<file path="config.mk">
export PLATFORM = sky130hd
export DESIGN_NAME = mode_decoder
export DESIGN_NICKNAME = d
export VERILOG_FILES = /design/src/rtl/mdec_pkg.sv /design/src/rtl/mdec_sync.sv /design/src/rtl/mdec_qualify.sv /design/src/rtl/mdec_decode.sv /design/src/rtl/mode_decoder.sv
export SDC_FILE = /design/constraint.sdc
export NUM_CORES = 1
export LEC_CHECK = 0
export ABC_AREA = 1
export BUFFER_PORTS_ARGS = -buffer_cell sky130_fd_sc_hd__buf_2
export CAP_MARGIN = 20
export CORE_MARGIN = 2
export CORE_UTILIZATION = 35
export CTS_CLUSTER_SIZE = 12
export DETAILED_ROUTE_END_ITERATION = 7
export PLACE_DENSITY_LB_ADDON = 0.25
export SLEW_MARGIN = 20
export SYNTH_ARGS = -nofsm -noshare
export SYNTH_HDL_FRONTEND = slang
export SYNTH_SLANG_ARGS = --single-unit
</file>
<file path="constraint.sdc">
create_clock -name clk -period 1.8 [get_ports clk]
set_clock_uncertainty 0.05 [all_clocks]
set_input_delay 0.36 -clock clk [delete_from_list [all_inputs] [get_ports clk]]
set_output_delay 0.36 -clock clk [all_outputs]
set_load 0.01 [all_outputs]
</file>
<file path="src/rtl/mdec_pkg.sv">
package mdec_pkg;

    typedef struct packed {
        logic mode;
        logic sel_a;
        logic sel_b;
    } ctl_code_t;

    localparam ctl_code_t CODE_SLEEP = '{mode: 1'b1, sel_a: 1'b0, sel_b: 1'b0};

    typedef enum logic [2:0] {
        F_FSK_STREAM,
        F_FSK_BYTE,
        F_TONE_HYB,
        F_TONE_LINE,
        F_SLEEP,
        F_TEST
    } func_t;

    typedef struct packed {
        logic fsk_en;
        logic fsk_byte;
        logic tone_en;
        logic tone_hybrid;
        logic share_ready;
        logic test_flag;
    } enables_t;

    function automatic func_t classify(ctl_code_t c);
        func_t f;
        case ({c.sel_a, c.sel_b})
            2'b11:   f = c.mode ? F_FSK_BYTE : F_FSK_STREAM;
            2'b10:   f = F_TONE_HYB;
            2'b01:   f = F_TONE_LINE;
            default: f = c.mode ? F_SLEEP : F_TEST;
        endcase
        return f;
    endfunction

    function automatic enables_t enables_of(func_t f);
        enables_t e;
        e = '0;
        case (f)
            F_FSK_STREAM: begin e.fsk_en = 1'b1; e.share_ready = 1'b1; end
            F_FSK_BYTE: begin
                e.fsk_en      = 1'b1;
                e.fsk_byte    = 1'b1;
                e.share_ready = 1'b1;
            end
            F_TONE_HYB:  begin e.tone_en = 1'b1; e.tone_hybrid = 1'b1; end
            F_TONE_LINE: e.tone_en = 1'b1;
            F_TEST:      e.test_flag = 1'b1;
            default:     e = '0;
        endcase
        return e;
    endfunction

endpackage

</file>
<file path="src/rtl/mdec_sync.sv">
module mdec_sync #(
    parameter int          WIDTH   = 3,
    parameter int          STAGES  = 2,
    parameter logic [WIDTH-1:0] RST_VAL = '0
) (
    input  logic             clk,
    input  logic             rst,
    input  logic [WIDTH-1:0] din,
    output logic [WIDTH-1:0] dout
);
    logic [STAGES-1:0][WIDTH-1:0] chain;

    always_ff @(posedge clk) begin
        if (rst) begin
            for (int i = 0; i < STAGES; i++) chain[i] <= RST_VAL;
        end else begin
            chain[0] <= din;
            for (int i = 1; i < STAGES; i++) chain[i] <= chain[i-1];
        end
    end

    assign dout = chain[STAGES-1];
endmodule

</file>
<file path="src/rtl/mdec_qualify.sv">
module mdec_qualify
    import mdec_pkg::*;
#(
    parameter int SETTLE_CYCLES  = 8,
    parameter int PD_QUAL_CYCLES = 3579,
    parameter int PULSE_CYCLES   = 16
) (
    input  logic      clk,
    input  logic      rst,
    input  ctl_code_t code_s,
    output ctl_code_t applied,
    output logic      sleep,
    output logic      soft_reset
);
    localparam int AGE_MAX = (PD_QUAL_CYCLES > SETTLE_CYCLES) ? PD_QUAL_CYCLES : SETTLE_CYCLES;
    localparam int AGE_W   = $clog2(AGE_MAX + 1);
    localparam int PW      = $clog2(PULSE_CYCLES + 1);

    ctl_code_t        cand;
    logic [AGE_W-1:0] age;
    logic [PW-1:0]    pcnt;
    logic             changed, settled, pd_done, cand_is_pd;

    assign changed    = (code_s != cand);
    assign cand_is_pd = (cand == CODE_SLEEP);
    assign settled    = (age >= AGE_W'(SETTLE_CYCLES - 1));
    assign pd_done    = (age >= AGE_W'(PD_QUAL_CYCLES - 1));

    always_ff @(posedge clk) begin
        if (rst) begin
            cand    <= CODE_SLEEP;
            age     <= '0;
            applied <= '0;
            sleep   <= 1'b1;
            pcnt    <= '0;
        end else begin
            if (changed) begin
                cand <= code_s;
                age  <= '0;
            end else if (age != AGE_W'(AGE_MAX)) begin
                age <= age + 1'b1;
            end

            if (!changed && !cand_is_pd && settled) begin
                applied <= cand;
                sleep   <= 1'b0;
            end else if (!changed && cand_is_pd && pd_done) begin
                sleep <= 1'b1;
            end

            if (changed && cand_is_pd && !sleep)
                pcnt <= PW'(PULSE_CYCLES);
            else if (pcnt != '0)
                pcnt <= pcnt - 1'b1;
        end
    end

    assign soft_reset = (pcnt != '0);

    // a started pulse lasts beyond its first cycle
    p_pulse_hold_r9: assert property (@(posedge clk) disable iff (rst)
        $rose(soft_reset) |=> soft_reset)
        else $error("reset pulse shorter than two cycles");

    // leaving sleep issues no reset pulse
    p_wake_clean_r11: assert property (@(posedge clk) disable iff (rst)
        $fell(sleep) |-> !soft_reset)
        else $error("reset pulse at wake-up");

    // sleep is only entered while the sleep code is on the synchronised pins
    p_sleep_code_r8: assert property (@(posedge clk) disable iff (rst)
        $rose(sleep) |-> $past(code_s) == CODE_SLEEP)
        else $error("sleep entered without sleep code");
endmodule

</file>
<file path="src/rtl/mdec_decode.sv">
module mdec_decode
    import mdec_pkg::*;
(
    input  logic      clk,
    input  logic      rst,
    input  ctl_code_t applied,
    input  logic      sleep,
    output enables_t  en
);
    always_comb begin
        if (sleep) en = '0;
        else       en = enables_of(classify(applied));
    end

    // FSK path and tone detector are mutually exclusive
    p_excl_r6: assert property (@(posedge clk) disable iff (rst)
        !(en.fsk_en && en.tone_en))
        else $error("fsk and tone enabled together");
endmodule

</file>
<file path="src/rtl/mode_decoder.sv">
module mode_decoder
    import mdec_pkg::*;
#(
    parameter int CLK_HZ         = 3_579_545,
    parameter int SYNC_STAGES    = 2,
    parameter int SETTLE_CYCLES  = 8,
    parameter int PD_QUAL_CYCLES = CLK_HZ / 1000,
    parameter int PULSE_CYCLES   = 16
) (
    input  logic clk,
    input  logic rst,
    input  logic pin_mode,
    input  logic pin_sel_a,
    input  logic pin_sel_b,
    output logic fsk_en,
    output logic fsk_byte_mode,
    output logic tone_en,
    output logic tone_src_hybrid,
    output logic share_ready_sel,
    output logic test_flag,
    output logic sleep,
    output logic soft_reset
);
    localparam int CODE_W = $bits(ctl_code_t);

    ctl_code_t raw_code, code_s, applied;
    enables_t  en;
    logic [CODE_W-1:0] code_s_bits;

    assign raw_code = '{mode: pin_mode, sel_a: pin_sel_a, sel_b: pin_sel_b};

    mdec_sync #(
        .WIDTH   (CODE_W),
        .STAGES  (SYNC_STAGES),
        .RST_VAL (CODE_SLEEP)
    ) u_sync (
        .clk  (clk),
        .rst  (rst),
        .din  (raw_code),
        .dout (code_s_bits)
    );
    assign code_s = ctl_code_t'(code_s_bits);

    mdec_qualify #(
        .SETTLE_CYCLES  (SETTLE_CYCLES),
        .PD_QUAL_CYCLES (PD_QUAL_CYCLES),
        .PULSE_CYCLES   (PULSE_CYCLES)
    ) u_qual (
        .clk        (clk),
        .rst        (rst),
        .code_s     (code_s),
        .applied    (applied),
        .sleep      (sleep),
        .soft_reset (soft_reset)
    );

    mdec_decode u_dec (
        .clk     (clk),
        .rst     (rst),
        .applied (applied),
        .sleep   (sleep),
        .en      (en)
    );

    assign fsk_en          = en.fsk_en;
    assign fsk_byte_mode   = en.fsk_byte;
    assign tone_en         = en.tone_en;
    assign tone_src_hybrid = en.tone_hybrid;
    assign share_ready_sel = en.share_ready;
    assign test_flag       = en.test_flag;

    // asleep means every enable is off
    p_sleep_quiet_r8: assert property (@(posedge clk) disable iff (rst)
        sleep |-> !(fsk_en || tone_en || test_flag || share_ready_sel))
        else $error("enable active in sleep");

    // the test flag stands alone
    p_test_alone_r7: assert property (@(posedge clk) disable iff (rst)
        test_flag |-> !(fsk_en || tone_en || sleep))
        else $error("test flag with other state");

    // the hybrid input is only selected for tone detection
    p_hybrid_tone_r4: assert property (@(posedge clk) disable iff (rst)
        tone_src_hybrid |-> tone_en)
        else $error("hybrid input selected without tone detect");
endmodule

</file>
## Yosys cells after proc, flatten, opt, wreduce, memory -nomap -nowiden

Index checks and enable logic that the tools add are counted.
W data, S select, Z words.

| word-level totals | value |
|---|---|
| flip-flop bits (word level) | 30 |
| input port bits | 5 |
| output and inout port bits | 8 |

| operators by class | value |
|---|---|
| $add $sub $neg | 2 |
| order comparisons | 2 |
| equality and inequality tests | 10 |
| multiplexer cells | 14 |
| reductions and logical operators | 17 |

Operators by type and width:

| kind | number |
|---|---|
| $add A12 B1 Y12 const B | 1 |
| $ge A12 B12 Y1 const B | 1 |
| $ge A12 B3 Y1 const B | 1 |
| $ne A12 B12 Y1 const B | 1 |
| $mux W5 | 2 |
| $mux W1 | 9 |
| $pmux W3 S3 | 1 |
| $reduce_or A2 Y1 | 4 |
| $eq A3 B2 Y1 const B | 2 |
| $eq A3 B3 Y1 const B | 2 |
| $logic_and A1 B1 Y1 | 6 |
| $mux W6 | 1 |
| $reduce_bool A5 Y1 | 1 |
| $sub A5 B1 Y5 const B | 1 |
| $eq A2 B2 Y1 const B | 2 |
| $reduce_bool A2 Y1 | 2 |
| $eq A3 B1 Y1 const B | 1 |
| $logic_not A1 Y1 | 3 |
| $logic_not A3 Y1 | 1 |
| $mux W3 | 1 |
| $ne A3 B3 Y1 | 1 |
| $eq A2 B1 Y1 const B | 1 |

## Depth between registers and ports, before layout

| logic depth | value |
|---|---|
| depth after elaboration | 7 |
| mapped depth | 10 |
| gate-level depth less buffers | 10 |

## Modules after synthesis

A second synthesis with hierarchy kept.

| unflattened totals | value |
|---|---|
| cell total of the unflattened synthesis | 210 |
| area total of the unflattened synthesis | 1,506.4 um^2 |

Modules (own cells, without submodules):

| module | instances | cells an instance | area an instance (um^2) | seq. area each (um^2) |
|---|---|---|---|---|
| mdec_qualify | 1 | 167 | 1,202.4 | 480.5 |
| mdec_sync | 1 | 22 | 191.4 | 120.1 |
| mdec_decode | 1 | 21 | 112.6 | 0.0 |

## Worst setup path before layout

OpenSTA, ideal clock, no wires.

| timing | value |
|---|---|
| kind | register to output |
| start | register, netlist name u_qual.applied[0] |
| end | output fsk_byte_mode |
| data arrival time | 1.035 ns |
| data required time | 1.390 ns |
| slack | 0.355 ns |
| stages on the path, launching flop included | 6 |
| buffers on the path | 0 |
| cells stage by stage | dfxtp_1 inv_1 ha_1 inv_1 o2111ai_1 nor2_1 |

| between the ends | value |
|---|---|
| longest elaborated chain between the ends | 6 |
| elaborated cells between the ends (all ways) | 8 |
| classes of those cells | eq/ne (4); mux (4) |

Ends and longest elaborated chain:

| item | line | text |
|---|---|---|
| $eq A2 B1 Y1 / $eq A2 B2 Y1 (equally long branches) | mdec_pkg.sv:31 | `case ({c.sel_a, c.sel_b})` |
| $pmux W3 S3 * | mdec_pkg.sv:31 |  |
| $mux W3 * | mdec_decode.sv:11 | `if (sleep) en = '0;` |
| $eq A3 B1 Y1 * | mdec_pkg.sv:43 | `case (f)` |
| $mux W1 * | mdec_pkg.sv:43 |  |
| $mux W6 * | mdec_decode.sv:11 |  |
| to (decl) | mode_decoder.sv:16 | `output logic fsk_byte_mode,` |

Mark *: on every way between the ends. The rest lies on a longest branch, timed or not. The select of a mux whose other input is x is not followed.

## Final worst setup path

| timing | value |
|---|---|
| start | register, netlist name u_qual.applied[0] |
| end | output fsk_byte_mode |

| between the ends | value |
|---|---|
| longest elaborated chain between the ends | 6 |
| elaborated cells between the ends (all ways) | 8 |
| classes of those cells | eq/ne (4); mux (4) |

Ends and longest elaborated chain:

| item | line |
|---|---|
| $eq A2 B1 Y1 / $eq A2 B2 Y1 (equally long branches) | mdec_pkg.sv:31 |
| $pmux W3 S3 * | mdec_pkg.sv:31 |
| $mux W3 * | mdec_decode.sv:11 |
| $eq A3 B1 Y1 * | mdec_pkg.sv:43 |
| $mux W1 * | mdec_pkg.sv:43 |
| $mux W6 * | mdec_decode.sv:11 |

Marks and branches as above.

==> out/metrics.json <==
{
  "final_layout": {
    "final_layout_size_suffix_gt1_share_pct": 26.55,
    "growth_of_design_area_from_synthesis_to_finish_pct": 16.30,
    "n_antenna_cell": 0,
    "stdcell_area_mm2": 0.001777,
    "post-route-util_pct": 41.67,
    "num-nets-final": 237
  },
  "floorplan": {
    "rows": 24,
    "die_area_mm2": 0.004909,
    "chipWidth_um": 70.07,
    "io-pin-count": 13,
    "fp.dieH_um": 70.07,
    "start_util_pct": 35.83,
    "core_area_mm2": 0.004264
  },
  "worst_hold_path": {
    "hold_path.class": "in -> reg"
  },
  "critical_path": {
    "crit_path_max_fanout": 3,
    "crit_type": "reg -> out",
    "worst_ep_required_time_ns": 1.39,
    "worstSetupStartpointType": "flip-flop",
    "path_cells": "inv_4 -> ha_4 -> inv_4 -> o2111ai_4 -> nor2_1 -> buf_2",
    "slowest_stage": "dfxtp_2",
    "critical_path.max_stage_delay_ns": 0.35,
    "worst_setup_path_end_kind": "primary output",
    "worst_path_most_repeated_cell": "inv_4",
    "data_arrival_time_of_the_critical_path_ns": 1.30
  },
  "synthesis": {
    "syn-num-nets": 217,
    "yosysWarnings": 0,
    "synth_area_per_cell_um2": 7.416,
    "synth.ff_latch_count": 30,
    "synth_cell_types": 29,
    "synthCells": 206,
    "synth.yosys.seq_area_share_pct": 39.31,
    "post_synth_instance_area_mm2": 0.001528
  },
  "clocking": {
    "cts_root_buffer": "clkbuf_8",
    "clkLatencyLatePin_ns": 0.28,
    "max-clock-path-buffers": 2,
    "tritoncts": "built",
    "cts_buffers": 5,
    "tritoncts_num_sinks": 30,
    "cts-hold-fix-buffers": 0,
    "clk_pin_slew_ns": 0.06,
    "cts_max_level": 2
  },
  "status": {
    "outcome": "finished clean"
  },
  "global_routing": {
    "first_global_vias": 1088,
    "gr-total-overflow": 0,
    "antenna_violations_before_repair": 0,
    "grt_first_pass_wirelength_mm": 4.519,
    "track_usage_pct": 11.61,
    "grt_start_max_net_pins": 13
  },
  "sta": {
    "slew-limit-headroom_pct": 78.13,
    "final-hold-violation-count": 0,
    "hold_slack_ns": 0.2135,
    "fin_crit_sh_pct": 94.72,
    "max_slew.worst_pin.slew_ns": 0.3269,
    "finalSetupViolCount": 0,
    "min_period_ns": 1.705,
    "slew_viol_final": 0,
    "maxClockFrequency_mhz": 586.5
  },
  "drt": {
    "firstDrtPassIters": 4,
    "routed_wirelength_mm": 2.584,
    "drcViolationCount": 0,
    "drt-vias-per-instance": 4.421,
    "routedWlPerCell_um": 9.295,
    "ant_nets": 0,
    "initialDrtViolationCount": 28,
    "vias": 1229
  },
  "power_and_ir_drop": {
    "standby_leakage_power_nw": 0.7519,
    "power_density_mw_per_mm2": 839.3,
    "peakVddDrop_mv": 0.4135,
    "design_power_total_mw": 1.491
  },
  "flow_run": {
    "maxCapViolCount": 0
  },
  "placed_design": {
    "routabilityCongestion": 0.7348,
    "dpl_wire_length_mm": 1.891,
    "port-buffer-count": 12,
    "post_dp_cell_area_mm2": 0.001638
  }
}
stage by stage:
step | cells | TNS (ns) | setup WS [ns]
after floorplan | 206 | 0 | 0.3546
after global placement | 268 | 0 | 0.2852
after detailed placement | 268 | 0 | 0.2352
after CTS | 278 | 0 | 0.002388
after global routing | 278 | -0.002132 | -0.002132
final | 278 | 0 | 0.09499
cell usage after synthesis (all sizes together):
cell type / number / share of area, %
xnor2: 3 / 1.7
xor2: 4 / 2.3
inv: 34 / 8.4
or2: 7 / 2.9
nor2: 35 / 11
nand3: 10 / 3.6
nor3: 5 / 2.4
a21oi: 12 / 5.2
clkbuf: 1 / 0.25
nand4: 3 / 1.6
o21ai: 4 / 1.3
buf: 2 / 1.2
nand2: 47 / 12
ha: 6 / 4.9
o21bai: 1 / 0.49
nor3b: 1 / 0.82
dfxtp: 30 / 39
o2111ai: 1 / 0.57
per-layer routing:
metal	vias to the layer above	part of all wire, %	track usage [%]
li1	667	-	-
met1	539	51	14.93
met2	15	43	17.35
met3	8	3.4	3.030
met4	0	2.6	7.051
met5	-	0	0
final cells by class:
class	instances	area, um^2
fill	476	2487
clock inverter	2	10.01
tap	52	65.06
multi-input combinational	139	807.0
sequential	30	603.1
clock buffer	5	68.82
inverter	34	132.6
timing repair buffer	16	90.09
timing repair:
action                                  CTS  global route
buffers inserted                          3             0
hold endpoints to repair                  0             0
pin swaps                                 2             3
gates resized for setup                   4             6
endpoints found under the setup margin    2             3
flip-flops by register name, indices dropped and copies added (netlist names):
name	cells
u_qual.cand	3
u_sync.dout	3
u_qual.age	12
u_sync.chain	3
u_qual.applied	3
u_qual.sleep	1
u_qual.pcnt	5
logic make-up (layout without fill, tap and decap cells):
| kind of cell | Yosys count | count (layout) | share of synthesized area [%] |
|---|---|---|---|
| buf+inv | 37 | 57 | 9.828 |
| compound gates | 18 | 18 | 7.535 |
| xor+xnor | 7 | 7 | 4.013 |
| flops | 30 | 30 | 39.31 |
| simple gates | 108 | 108 | 34.40 |
| fa+ha+maj | 6 | 6 | 4.914 |
critical path: cells and delay by family (launching register included):
| kind | cells | cell delay (ns) |
|---|---|---|
| adder cells (fa/ha/maj) | 1 | 0.24 |
| AO/OA/AOI/OAI | 1 | 0.09 |
| AND/OR/NAND/NOR | 1 | 0.10 |
| flip-flops | 1 | 0.35 |
| buffers and inverters | 3 | 0.24 |
power by group:
| group | internal, mW | leakage, nW | switching [mW] |
|---|---|---|---|
| Sequential | 0.708 | 0.246 | 0.0251 |
| Clock | 0.258 | 0.0438 | 0.238 |
| Combinational | 0.109 | 0.463 | 0.154 |
| Total | 1.07 | 0.752 | 0.416 |
worst paths after layout:
check / start / endpoint / slack (ns) / cells after the start
worst max-delay path: u_qual.applied[0] / fsk_byte_mode / 0.09 / 6
worst min register to register: u_sync.chain[1] / u_sync.dout[1] / 0.35 / 2
worst max register to register: u_qual.age[1] / u_qual.age[10] / 0.33 / 8
worst min-delay path: pin_mode / u_sync.chain[2] / 0.21 / 2
cell usage in the layout, fill, tap and decap left out, types with 5 or more instances in the layout:
master    instances
ha_1              5
a21oi_1           7
nand2_1          43
buf_2            12
inv_1            24
a21oi_2           5
clkbuf_8          5
inv_2             8
dfxtp_1          28
nand3_1           9
nor2_1           29
No activity file was read; power rests on OpenSTA's default activity.
